**src/rtl/gpio_share_pkg.sv**
```systemverilog
package gpio_share_pkg;
  typedef enum logic [1:0] {
    SEL_DATA = 2'd0,
    SEL_DIR  = 2'd1,
    SEL_PULL = 2'd2,
    SEL_SLEW = 2'd3
  } regSel_e;

  typedef struct packed {
    logic wrData;
    logic wrDir;
    logic wrPull;
    logic wrSlew;
  } wrStb_t;
endpackage

```
**src/rtl/gpio_share_sync.sv**
```systemverilog
module gpio_share_sync #(
  parameter int WIDTH  = 8,
  parameter int STAGES = 2
) (
  input  logic             clk,
  input  logic             rstN,
  input  logic [WIDTH-1:0] asyncIn,
  output logic [WIDTH-1:0] syncOut
);
  logic [WIDTH-1:0] stageQ [STAGES];

  for (genvar s = 0; s < STAGES; s++) begin : g_stage
    if (s == 0) begin : g_first
      always_ff @(posedge clk or negedge rstN) begin
        if (!rstN) stageQ[s] <= '0;
        else       stageQ[s] <= asyncIn;
      end
    end else begin : g_next
      always_ff @(posedge clk or negedge rstN) begin
        if (!rstN) stageQ[s] <= '0;
        else       stageQ[s] <= stageQ[s-1];
      end
    end
  end

  assign syncOut = stageQ[STAGES-1];
endmodule

```
**src/rtl/gpio_share_ctrl.sv**
```systemverilog
module gpio_share_ctrl
  import gpio_share_pkg::*;
#(
  parameter int WIDTH = 8
) (
  input  logic             clk,
  input  logic             rstN,
  input  logic [1:0]       regSel,
  input  logic             wrEn,
  input  logic [WIDTH-1:0] uartOwn,
  input  logic [WIDTH-1:0] spiOwn,
  output wrStb_t           stb,
  output logic [WIDTH-1:0] uartSel,
  output logic [WIDTH-1:0] spiSel
);
  regSel_e selE;
  logic    warm;

  assign selE = regSel_e'(regSel);

  always_comb begin
    stb = '0;
    if (wrEn) begin
      unique case (selE)
        SEL_DATA: stb.wrData = 1'b1;
        SEL_DIR:  stb.wrDir  = 1'b1;
        SEL_PULL: stb.wrPull = 1'b1;
        SEL_SLEW: stb.wrSlew = 1'b1;
        default:  stb = '0;
      endcase
    end
  end

  // Ownership arbitration, registered: asynchronous unit has priority.
  always_ff @(posedge clk or negedge rstN) begin
    if (!rstN) begin
      uartSel <= '0;
      spiSel  <= '0;
      warm    <= 1'b0;
    end else begin
      uartSel <= uartOwn;
      spiSel  <= spiOwn & ~uartOwn;
      warm    <= 1'b1;
    end
  end

  // owners never overlap on a pin
  p_owner_exclusive_r6: assert property (@(posedge clk) disable iff (!rstN)
    (uartSel & spiSel) == '0);

  // a pin requested by the asynchronous unit is granted to it next cycle
  p_uart_priority_r6: assert property (@(posedge clk) disable iff (!rstN)
    warm |-> ((uartSel & $past(uartOwn)) == $past(uartOwn)));

  // at most one write strobe per cycle
  p_single_strobe_r2: assert property (@(posedge clk) disable iff (!rstN)
    $onehot0(stb));
endmodule

```
**src/rtl/gpio_share_dp.sv**
```systemverilog
module gpio_share_dp
  import gpio_share_pkg::*;
#(
  parameter int WIDTH       = 8,
  parameter int SYNC_STAGES = 2
) (
  input  logic             clk,
  input  logic             rstN,
  input  wrStb_t           stb,
  input  logic [WIDTH-1:0] wrData,
  input  logic [1:0]       regSel,
  input  logic [WIDTH-1:0] padIn,
  input  logic [WIDTH-1:0] uartSel,
  input  logic [WIDTH-1:0] spiSel,
  input  logic [WIDTH-1:0] uartOe,
  input  logic [WIDTH-1:0] uartOut,
  input  logic [WIDTH-1:0] spiOe,
  input  logic [WIDTH-1:0] spiOut,
  output logic [WIDTH-1:0] rdData,
  output logic [WIDTH-1:0] padOut,
  output logic [WIDTH-1:0] padOe,
  output logic [WIDTH-1:0] padPull,
  output logic [WIDTH-1:0] padSlew,
  output logic [WIDTH-1:0] periphIn
);
  logic [WIDTH-1:0] dataReg, dirReg, pullReg, slewReg;
  logic [WIDTH-1:0] syncPad, portOwn, portDrive, dataView;

  always_ff @(posedge clk or negedge rstN) begin
    if (!rstN) begin
      dataReg <= '0;
      dirReg  <= '0;
      pullReg <= '0;
      slewReg <= '0;
    end else begin
      if (stb.wrData) dataReg <= wrData;
      if (stb.wrDir)  dirReg  <= wrData;
      if (stb.wrPull) pullReg <= wrData;
      if (stb.wrSlew) slewReg <= wrData;
    end
  end

  gpio_share_sync #(.WIDTH(WIDTH), .STAGES(SYNC_STAGES)) u_sync (
    .clk    (clk),
    .rstN   (rstN),
    .asyncIn(padIn),
    .syncOut(syncPad)
  );

  assign periphIn  = syncPad;
  assign portOwn   = ~(uartSel | spiSel);
  assign portDrive = portOwn & dirReg;
  assign dataView  = (portDrive & dataReg) | (~portDrive & syncPad);

  always_comb begin
    unique case (regSel_e'(regSel))
      SEL_DATA: rdData = dataView;
      SEL_DIR:  rdData = dirReg;
      SEL_PULL: rdData = pullReg;
      SEL_SLEW: rdData = slewReg;
      default:  rdData = '0;
    endcase
  end

  assign padOe   = portDrive | (uartSel & uartOe) | (spiSel & spiOe);
  assign padOut  = (portOwn & dataReg) | (uartSel & uartOut) | (spiSel & spiOut);
  assign padPull = pullReg & ~dirReg & ~padOe;
  assign padSlew = slewReg & padOe;

  // pullup never requested on a driven pin
  p_pull_off_driven_r7: assert property (@(posedge clk) disable iff (!rstN)
    (padPull & padOe) == '0);

  // an undriven port pin with direction cleared keeps its enable low
  p_port_input_hiz_r4: assert property (@(posedge clk) disable iff (!rstN)
    (padOe & portOwn & ~dirReg) == '0);

  // synchronizer latency, checked once enough edges have passed
  if (SYNC_STAGES == 2) begin : g_syncChk
    logic [1:0] warmCnt;
    always_ff @(posedge clk or negedge rstN) begin
      if (!rstN)                 warmCnt <= '0;
      else if (warmCnt != 2'd3)  warmCnt <= warmCnt + 2'd1;
    end
    p_sync_latency_r9: assert property (@(posedge clk) disable iff (!rstN)
      (warmCnt == 2'd3) |-> (periphIn == $past(padIn, 2)));
  end
endmodule

```
**src/rtl/gpio_share_port.sv**
```systemverilog
module gpio_share_port
  import gpio_share_pkg::*;
#(
  parameter int WIDTH       = 8,
  parameter int SYNC_STAGES = 2
) (
  input  logic             clk,
  input  logic             rstN,
  input  logic [1:0]       regSel,
  input  logic             wrEn,
  input  logic [WIDTH-1:0] wrData,
  output logic [WIDTH-1:0] rdData,
  input  logic [WIDTH-1:0] padIn,
  output logic [WIDTH-1:0] periphIn,
  input  logic [WIDTH-1:0] uartOwn,
  input  logic [WIDTH-1:0] uartOe,
  input  logic [WIDTH-1:0] uartOut,
  input  logic [WIDTH-1:0] spiOwn,
  input  logic [WIDTH-1:0] spiOe,
  input  logic [WIDTH-1:0] spiOut,
  output logic [WIDTH-1:0] padOut,
  output logic [WIDTH-1:0] padOe,
  output logic [WIDTH-1:0] padPull,
  output logic [WIDTH-1:0] padSlew
);
  wrStb_t           stb;
  logic [WIDTH-1:0] uartSel, spiSel;

  gpio_share_ctrl #(.WIDTH(WIDTH)) u_ctrl (
    .clk    (clk),
    .rstN   (rstN),
    .regSel (regSel),
    .wrEn   (wrEn),
    .uartOwn(uartOwn),
    .spiOwn (spiOwn),
    .stb    (stb),
    .uartSel(uartSel),
    .spiSel (spiSel)
  );

  gpio_share_dp #(.WIDTH(WIDTH), .SYNC_STAGES(SYNC_STAGES)) u_dp (
    .clk     (clk),
    .rstN    (rstN),
    .stb     (stb),
    .wrData  (wrData),
    .regSel  (regSel),
    .padIn   (padIn),
    .uartSel (uartSel),
    .spiSel  (spiSel),
    .uartOe  (uartOe),
    .uartOut (uartOut),
    .spiOe   (spiOe),
    .spiOut  (spiOut),
    .rdData  (rdData),
    .padOut  (padOut),
    .padOe   (padOe),
    .padPull (padPull),
    .padSlew (padSlew),
    .periphIn(periphIn)
  );
endmodule

```
**config.mk**
```make
export PLATFORM = sky130hd
export DESIGN_NAME = gpio_share_port
export DESIGN_NICKNAME = d
export VERILOG_FILES = /design/src/rtl/gpio_share_pkg.sv /design/src/rtl/gpio_share_sync.sv /design/src/rtl/gpio_share_ctrl.sv /design/src/rtl/gpio_share_dp.sv /design/src/rtl/gpio_share_port.sv
export SDC_FILE = /design/constraint.sdc
export NUM_CORES = 1
export LEC_CHECK = 0
export BUFFER_PORTS_ARGS = -buffer_cell sky130_fd_sc_hd__buf_2
export CORE_UTILIZATION = 43
export DETAILED_ROUTE_END_ITERATION = 16
export HOLD_SLACK_MARGIN = 0.02
export MAX_ROUTING_LAYER = met4
export PLACE_DENSITY_LB_ADDON = 0.08
export SETUP_SLACK_MARGIN = 0.3
export SYNTH_ARGS = -nofsm -noshare
export SYNTH_HDL_FRONTEND = slang
export SYNTH_SLANG_ARGS = --single-unit
```
**constraint.sdc**
```tcl
create_clock -name clk -period 1.85 [get_ports clk]
set_input_delay 0.2775 -clock clk [delete_from_list [all_inputs] [get_ports clk]]
set_output_delay 0.2775 -clock clk [all_outputs]
set_load 0.05 [all_outputs]
```
==> reports/results.ini, run 1 <==
[routing]
drc=0
drt_pass1_iterations=4
ant_nets=0
routedWlPerCell_um=15.8
totalWireLength_mm=7.34
vias_per_cell=5.16
via_count=2394
drt-initial-drc-count=92

[pwr]
p_sw_share_pct=32.8
power_density_mw_per_mm2=989
p_leak_nw=2.23
seq_power_share_pct=36.3
intPower_mw=3.13
peakVddDrop_uv=641
power.share.clock_pct=27.4
power_switching_mw=1.53
p_comb_share_pct=36.3

[run_status]
outcome=finished, violations left
violations=setup timing

[sta]
finalHoldViolCount=0
setup_viol=9
worst_pin_slew_ps=515
rsz0062_at_grt=yes
clock_skew_ps=4.99
timing.final.crit_share_pct=128
relSlewSlack_pct=65.6
slew_violations=0
timing.fmax_mhz=422
fin_crit_ps=2370
layout_setup_ws_ps=-519
setup_tns_ps=-756

[critical_path]
path_buf_inv=1
crit_family=multiplexers
slowest_stage=mux4_2
cp-startpoint=u_ctrl.spiSel[2]$_DFF_PN0_
path_max_fanout=2
reg2reg_from=u_dp.dirReg[5]$_DFFE_PN0P_
worst_r2r_endpoint=u_dp.dirReg[5]$_DFFE_PN0P_
r2r_slack_ps=920
end_kind=output port
cp-start-kind=flip-flop
critical_path_arrival_ps=2090
slowest_delay_ps=480
crit_chain=or3b_4, mux2_4, mux4_2, buf_8
crit_required_ps=1570
reg2reg_depth=2
path_class=flip-flop to output port

[floorplanning]
core_mm2=0.00635
io_pins=117
die_h_um=83.2
core.rowCount=29
die_area_mm2=0.00692
die_w_um=83.2
initial_core_util_pct=44.7

[job]
maxCapViolCount=0

[yosys]
avgSynthCellArea_um2=12.7
syn_nets=292
synth-async-reset-ratio_pct=100
yosysWarnings=0
yosysMostFrequentCell=dfrtp_1
synth_cells=223
synth_seq_cells=64
ys_top_cells_by_count=dfrtp_1, mux2_2, nand2_1, a22oi_1, nor2b_1
synth_area_mm2=0.00284
synth_edf_count=0
synth_top_cell_by_area=dfrtp_1
synth-seq-area-share_pct=56.5
synth_area_leaders=dfrtp_1, mux2_2, a22oi_1
synth_ff_type=dfrtp_1
synth_top_area_share_pct=56.5
synth.distinct_cells=24

[cts]
clk_path_buf_depth=2
clk_pin_slew_ps=70
insertion_delay_ps=330
cts_root_buffer=clkbuf_8
cts_tree=yes
numCtsBuffers=9
h-tree-depth=3
cts_sinks=64

[hold_path]
holdPathStages=1
worstHoldStart=padIn[4]
holdPathEnd=u_dp.u_sync.stageQ[12]$_DFF_PN0_
min_path_type=input port to flip-flop

[global_routing]
grt_pass1_wl_mm=11.7
grt_pass1_vias=2446
grt_max_degree=65
antenna_found_initial=0
grt.total_usage_pct=22.5
grt-ovfl-total=0

[cells_and_area]
nets=451
finalNonFillerCells=464
fin_area_mm2=0.00471
diodes=0
final_layout_size_suffix_gt1_share_pct=70.0
area_growth_pct=66.2

[placement]
post-dp-hpwl_mm=4.45
place_ws_ps=-161
numPortBuffers=116
place_congestion=0.803
dp_cells=414
place_area_mm2=0.00369

flip-flops by register name, indices dropped and copies added (netlist names):
signal               flops
u_ctrl.uartSel           8
u_dp.dirReg              8
u_dp.u_sync.syncOut      8
u_dp.dataReg             8
u_ctrl.spiSel            8
u_dp.slewReg             8
u_dp.u_sync.stageQ       8
u_dp.pullReg             8
what timing repair did:
item                                    in CTS  in global routing
hold buffers                                 1                  0
setup buffers                               22                 11
gates resized for setup                    134                 17
endpoints found under the setup margin      39                 40
endpoints found under the hold margin       64                  0
pin swaps                                   21                 15
cell usage in the layout (no fill, tap or decap), types with 2 or more instances in the layout:
master / netlist / routed
nand2b_1: 4 / 4
or3b_4: 0 / 8
buf_2: 3 / 76
and3b_1: 8 / 8
o21ai_4: 0 / 3
nand2_4: 0 / 7
o21ai_0: 7 / 3
buf_4: 8 / 19
nor3b_4: 0 / 2
buf_6: 0 / 46
buf_12: 0 / 2
buf_8: 0 / 17
and2_4: 0 / 8
a22oi_2: 0 / 12
a32oi_2: 0 / 6
nand2_1: 19 / 9
dfrtp_1: 64 / 64
a221o_1: 3 / 3
nand2_2: 0 / 3
mux2_2: 39 / 39
clkbuf_8: 0 / 13
nor2b_1: 11 / 11
nand3b_1: 2 / 2
nor2_4: 0 / 4
a21oi_1: 4 / 4
cell type report:
type | instances | area [um^2]
fill | 445 | 1640
sequential | 64 | 1600
multi-input combinational | 146 | 1450
timing repair buffer | 161 | 1350
clock buffer | 14 | 183
tap | 77 | 96.3
clock inverter | 2 | 35.0
per-layer routing:
metal	share of wire (%)	global-route usage (%)	up-vias
li1	-	-	1119
met4	2.1	10.2	0
met1	43	27.5	1171
met2	51	37.0	88
met5	0	-	-
met3	4.1	3.48	16
how the worst max path moves through the flow:
stage	endpoint	slack [ps]	cells after the start
detailed placement	rdData[2]	-160	4
CTS	rdData[2]	-500	4
floorplan	rdData[2]	-110	3
finish	rdData[2]	-520	4
global route	rdData[2]	-590	4
global placement	rdData[2]	-160	4
worst register-to-register path, cell delays in order, from the launching register on:
cell and delay, ps:
dfrtp_1 400, buf_4 150, mux2_2 270
power by group through the flow:
| stage | combinational (mW) | clock, mW | sequential [mW] |
|---|---|---|---|
| after floorplan | 0.984 | 0 | 1.68 |
| after global placement | 1.25 | 0 | 1.72 |
| after detailed placement | 1.26 | 0 | 1.72 |
| after CTS | 1.62 | 1.30 | 1.68 |
| after global routing | 1.77 | 1.38 | 1.71 |
| final | 1.69 | 1.28 | 1.69 |
logic make-up (layout without fill, tap and decap cells):
kind of cell    Yosys count  count (layout)  synth area share, %
mux                      41              41                 16.7
simple gates             71              71                 15.2
flops                    64              64                 56.5
compound gates           34              34                 8.74
buf+inv                  13             177                 2.91
metrics by stage:
step	power [mW]	utilization [%]	hold WS, ps
floorplan	2.66	-	-18.1
global placement	2.97	58.1	314
detailed placement	2.98	58.1	317
CTS	4.61	71.9	27.3
global route	4.86	74.2	23.7
finish	4.66	74.2	46.0
Note: power is estimated with default switching activity, not from simulation.
==> run 2: changes to the inputs <==
==> constraint.sdc (replaced) <==
create_clock -name clk -period 2 [get_ports clk]
set_input_delay 0.3 -clock clk [delete_from_list [all_inputs] [get_ports clk]]
set_output_delay 0.3 -clock clk [all_outputs]
set_load 0.05 [all_outputs]
==> reports/results.ini, run 2 (same netlist as run 1, synthesis figures left out) <==
[cells_and_area]
seq_area_mm2=0.00160  ; unchanged
final_common_cell=buf_2
multi_input_area_mm2=0.00137  ; -5.7%
nFillCells=470  ; +5.6%
finalNonFillerCells=444  ; -4.3%
nets=434  ; -3.8%
final_cell_mix=buf_2, dfrtp_1, mux2_2
utilization_pct=69.2  ; -5.1 points
diodes=0  ; unchanged
final_layout_size_suffix_gt1_share_pct=65.7  ; -4.4 points
area_growth_pct=54.9

[floorplanning]
io_pins=117  ; unchanged
die_h_um=83.2  ; unchanged
die_w_um=83.2  ; unchanged
die_area_mm2=0.00692  ; unchanged
core_mm2=0.00635  ; unchanged
core.rowCount=29  ; unchanged
initial_core_util_pct=44.7  ; unchanged

[pwr]
power_switching_mw=1.33  ; -13%
p_sw_share_pct=33.7  ; +0.91 points
p_comb_share_pct=37.1  ; +0.8 points
intPower_mw=2.62  ; -16%
peakVddDrop_uv=606  ; -5.4%
p_leak_nw=2.09  ; -6.3%
p_total_mw=3.95  ; -15%
power.share.clock_pct=23.3  ; -4.1 points
seq_power_share_pct=39.6  ; +3.3 points
power_density_mw_per_mm2=900  ; -9.0%

[critical_path]
cp-startpoint=u_ctrl.uartSel[2]$_DFF_PN0_
reg2reg_depth=2  ; unchanged
path_class=flip-flop to output port
worst_r2r_endpoint=u_dp.dirReg[7]$_DFFE_PN0P_
crit_family=multiplexers
critical_path_arrival_ps=2050  ; -40 ps
end_kind=output port
slowest_delay_ps=470  ; about the same
crit_chain=or3b_4, mux2_4, mux4_2, buf_8
cp-start-kind=flip-flop
reg2reg_from=u_dp.dirReg[7]$_DFFE_PN0P_
slowest_stage=mux4_2
path_buf_inv=1  ; unchanged
crit_required_ps=1700  ; +130 ps
r2r_slack_ps=1110  ; +190 ps
path_max_fanout=2  ; unchanged

[global_routing]
grt-ovfl-total=0  ; unchanged
met2_usage_pct=33.7  ; -3.3 points
antenna_found_initial=0  ; unchanged
grt_util_met3_pct=4.37  ; +0.89 points
gr-usage-met1_pct=25.2  ; -2.4 points
grt.total_usage_pct=20.9  ; -1.6 points
grt_pass1_vias=2346  ; -4.1%
grt_max_degree=65  ; unchanged
grt_pass1_wl_mm=10.9  ; -6.9%
busiest_layer=met2

[job]
maxCapViolCount=0  ; unchanged

[cts]
h-tree-depth=3  ; unchanged
clk_path_buf_depth=2  ; unchanged
numCtsBuffers=9  ; unchanged
insertion_delay_ps=320  ; about the same
cts_sinks=64  ; unchanged
cts_tree=yes
cts_root_buffer=clkbuf_8
clk_pin_slew_ps=60  ; about the same

[hold_path]
holdPathEnd=u_dp.u_sync.stageQ[10]$_DFF_PN0_
holdPathStages=1  ; unchanged
min_path_type=input port to flip-flop
worstHoldStart=padIn[2]

[placement]
place_congestion=0.744  ; -7.4%
post-dp-hpwl_mm=4.34  ; -2.5%
dp_cells=413  ; -0.24%
numPortBuffers=116  ; unchanged

[sta]
worst_pin_slew_ps=526  ; +10.6 ps
finalHoldViolCount=0  ; unchanged
clock_skew_ps=4.91  ; -0.0816 ps
timing.fmax_mhz=426
timing.final.crit_share_pct=117
layout_setup_ws_ps=-347  ; +172 ps
relSlewSlack_pct=64.9  ; -0.71 points
whs_ps=76.2  ; +30.2 ps
slew_violations=0  ; unchanged
rsz0062_at_grt=yes
setup_viol=1  ; -8
fin_crit_ps=2350

[routing]
drt_pass1_iterations=5  ; +1
totalWireLength_mm=6.97  ; -5.0%
drc=0  ; unchanged
vias_per_cell=5.31  ; +2.9%
routedWlPerCell_um=15.7  ; -0.75%
ant_nets=0  ; unchanged
drt-initial-drc-count=61  ; -34%
via_count=2357  ; -1.5%

[run_status]
outcome=finished, violations left
violations=setup timing

==> run 2: power groups by stage <==
stage          clock network, mW  logic, mW  registers [mW]
2_1_floorplan                  0      0.858            1.55
3_3_place_gp                   0       1.10            1.59
3_5_place_dp                   0       1.11            1.58
4_1_cts                    0.954       1.36            1.56
5_1_grt                     1.02       1.54            1.59
6_report                   0.922       1.46            1.56
==> run 2: layer usage <==
metal	vias up	share of wire, %
li1	1087	-
met2	94	51
met4	0	2.5
met1	1155	42
met5	-	0
met3	21	4.8
==> run 2: metrics by stage <==
| step | setup TNS (ps) | setup slack, ps | area [um^2] |
|---|---|---|---|
| 6_report | -347 | -347 | 4390 |
| 5_1_grt | -398 | -398 | 4390 |
| 4_1_cts | -358 | -358 | 4200 |
| 3_5_place_dp | -30.5 | -30.5 | 3570 |
| 3_3_place_gp | -30.4 | -30.4 | 3570 |
| 2_1_floorplan | 0 | 13.9 | 2890 |
==> run 2: layout make-up <==
class	instances	share of cell area (%)
flip-flops and latches	64	36.5
multi-input cells	146	31.2
repair buffers	144	26.5
clock buffers	12	3.53
well taps	77	2.19
clock inverters	1	0.114
==> run 2: timing repair <==
| action | CTS | global route |
|---|---|---|
| resized for setup | 100 | 48 |
| setup endpoints to repair | 36 | 40 |
| hold buffers | 1 | 0 |
| pin swaps | 24 | 11 |
| setup buffers | 16 | 1 |
| hold endpoints to repair | 64 | 0 |
==> run 2: worst max path at each step <==
stage	endpoint	cells after the start
6_report	rdData[2]	4
5_1_grt	rdData[2]	4
4_1_cts	rdData[2]	4
3_5_place_dp	rdData[2]	4
3_3_place_gp	rdData[2]	4
2_1_floorplan	rdData[2]	3
==> run 2: worst register-to-register path, cell delays in order (launching register included) <==
cell	delay, ps
dfrtp_1	380
buf_4	140
mux2_2	250
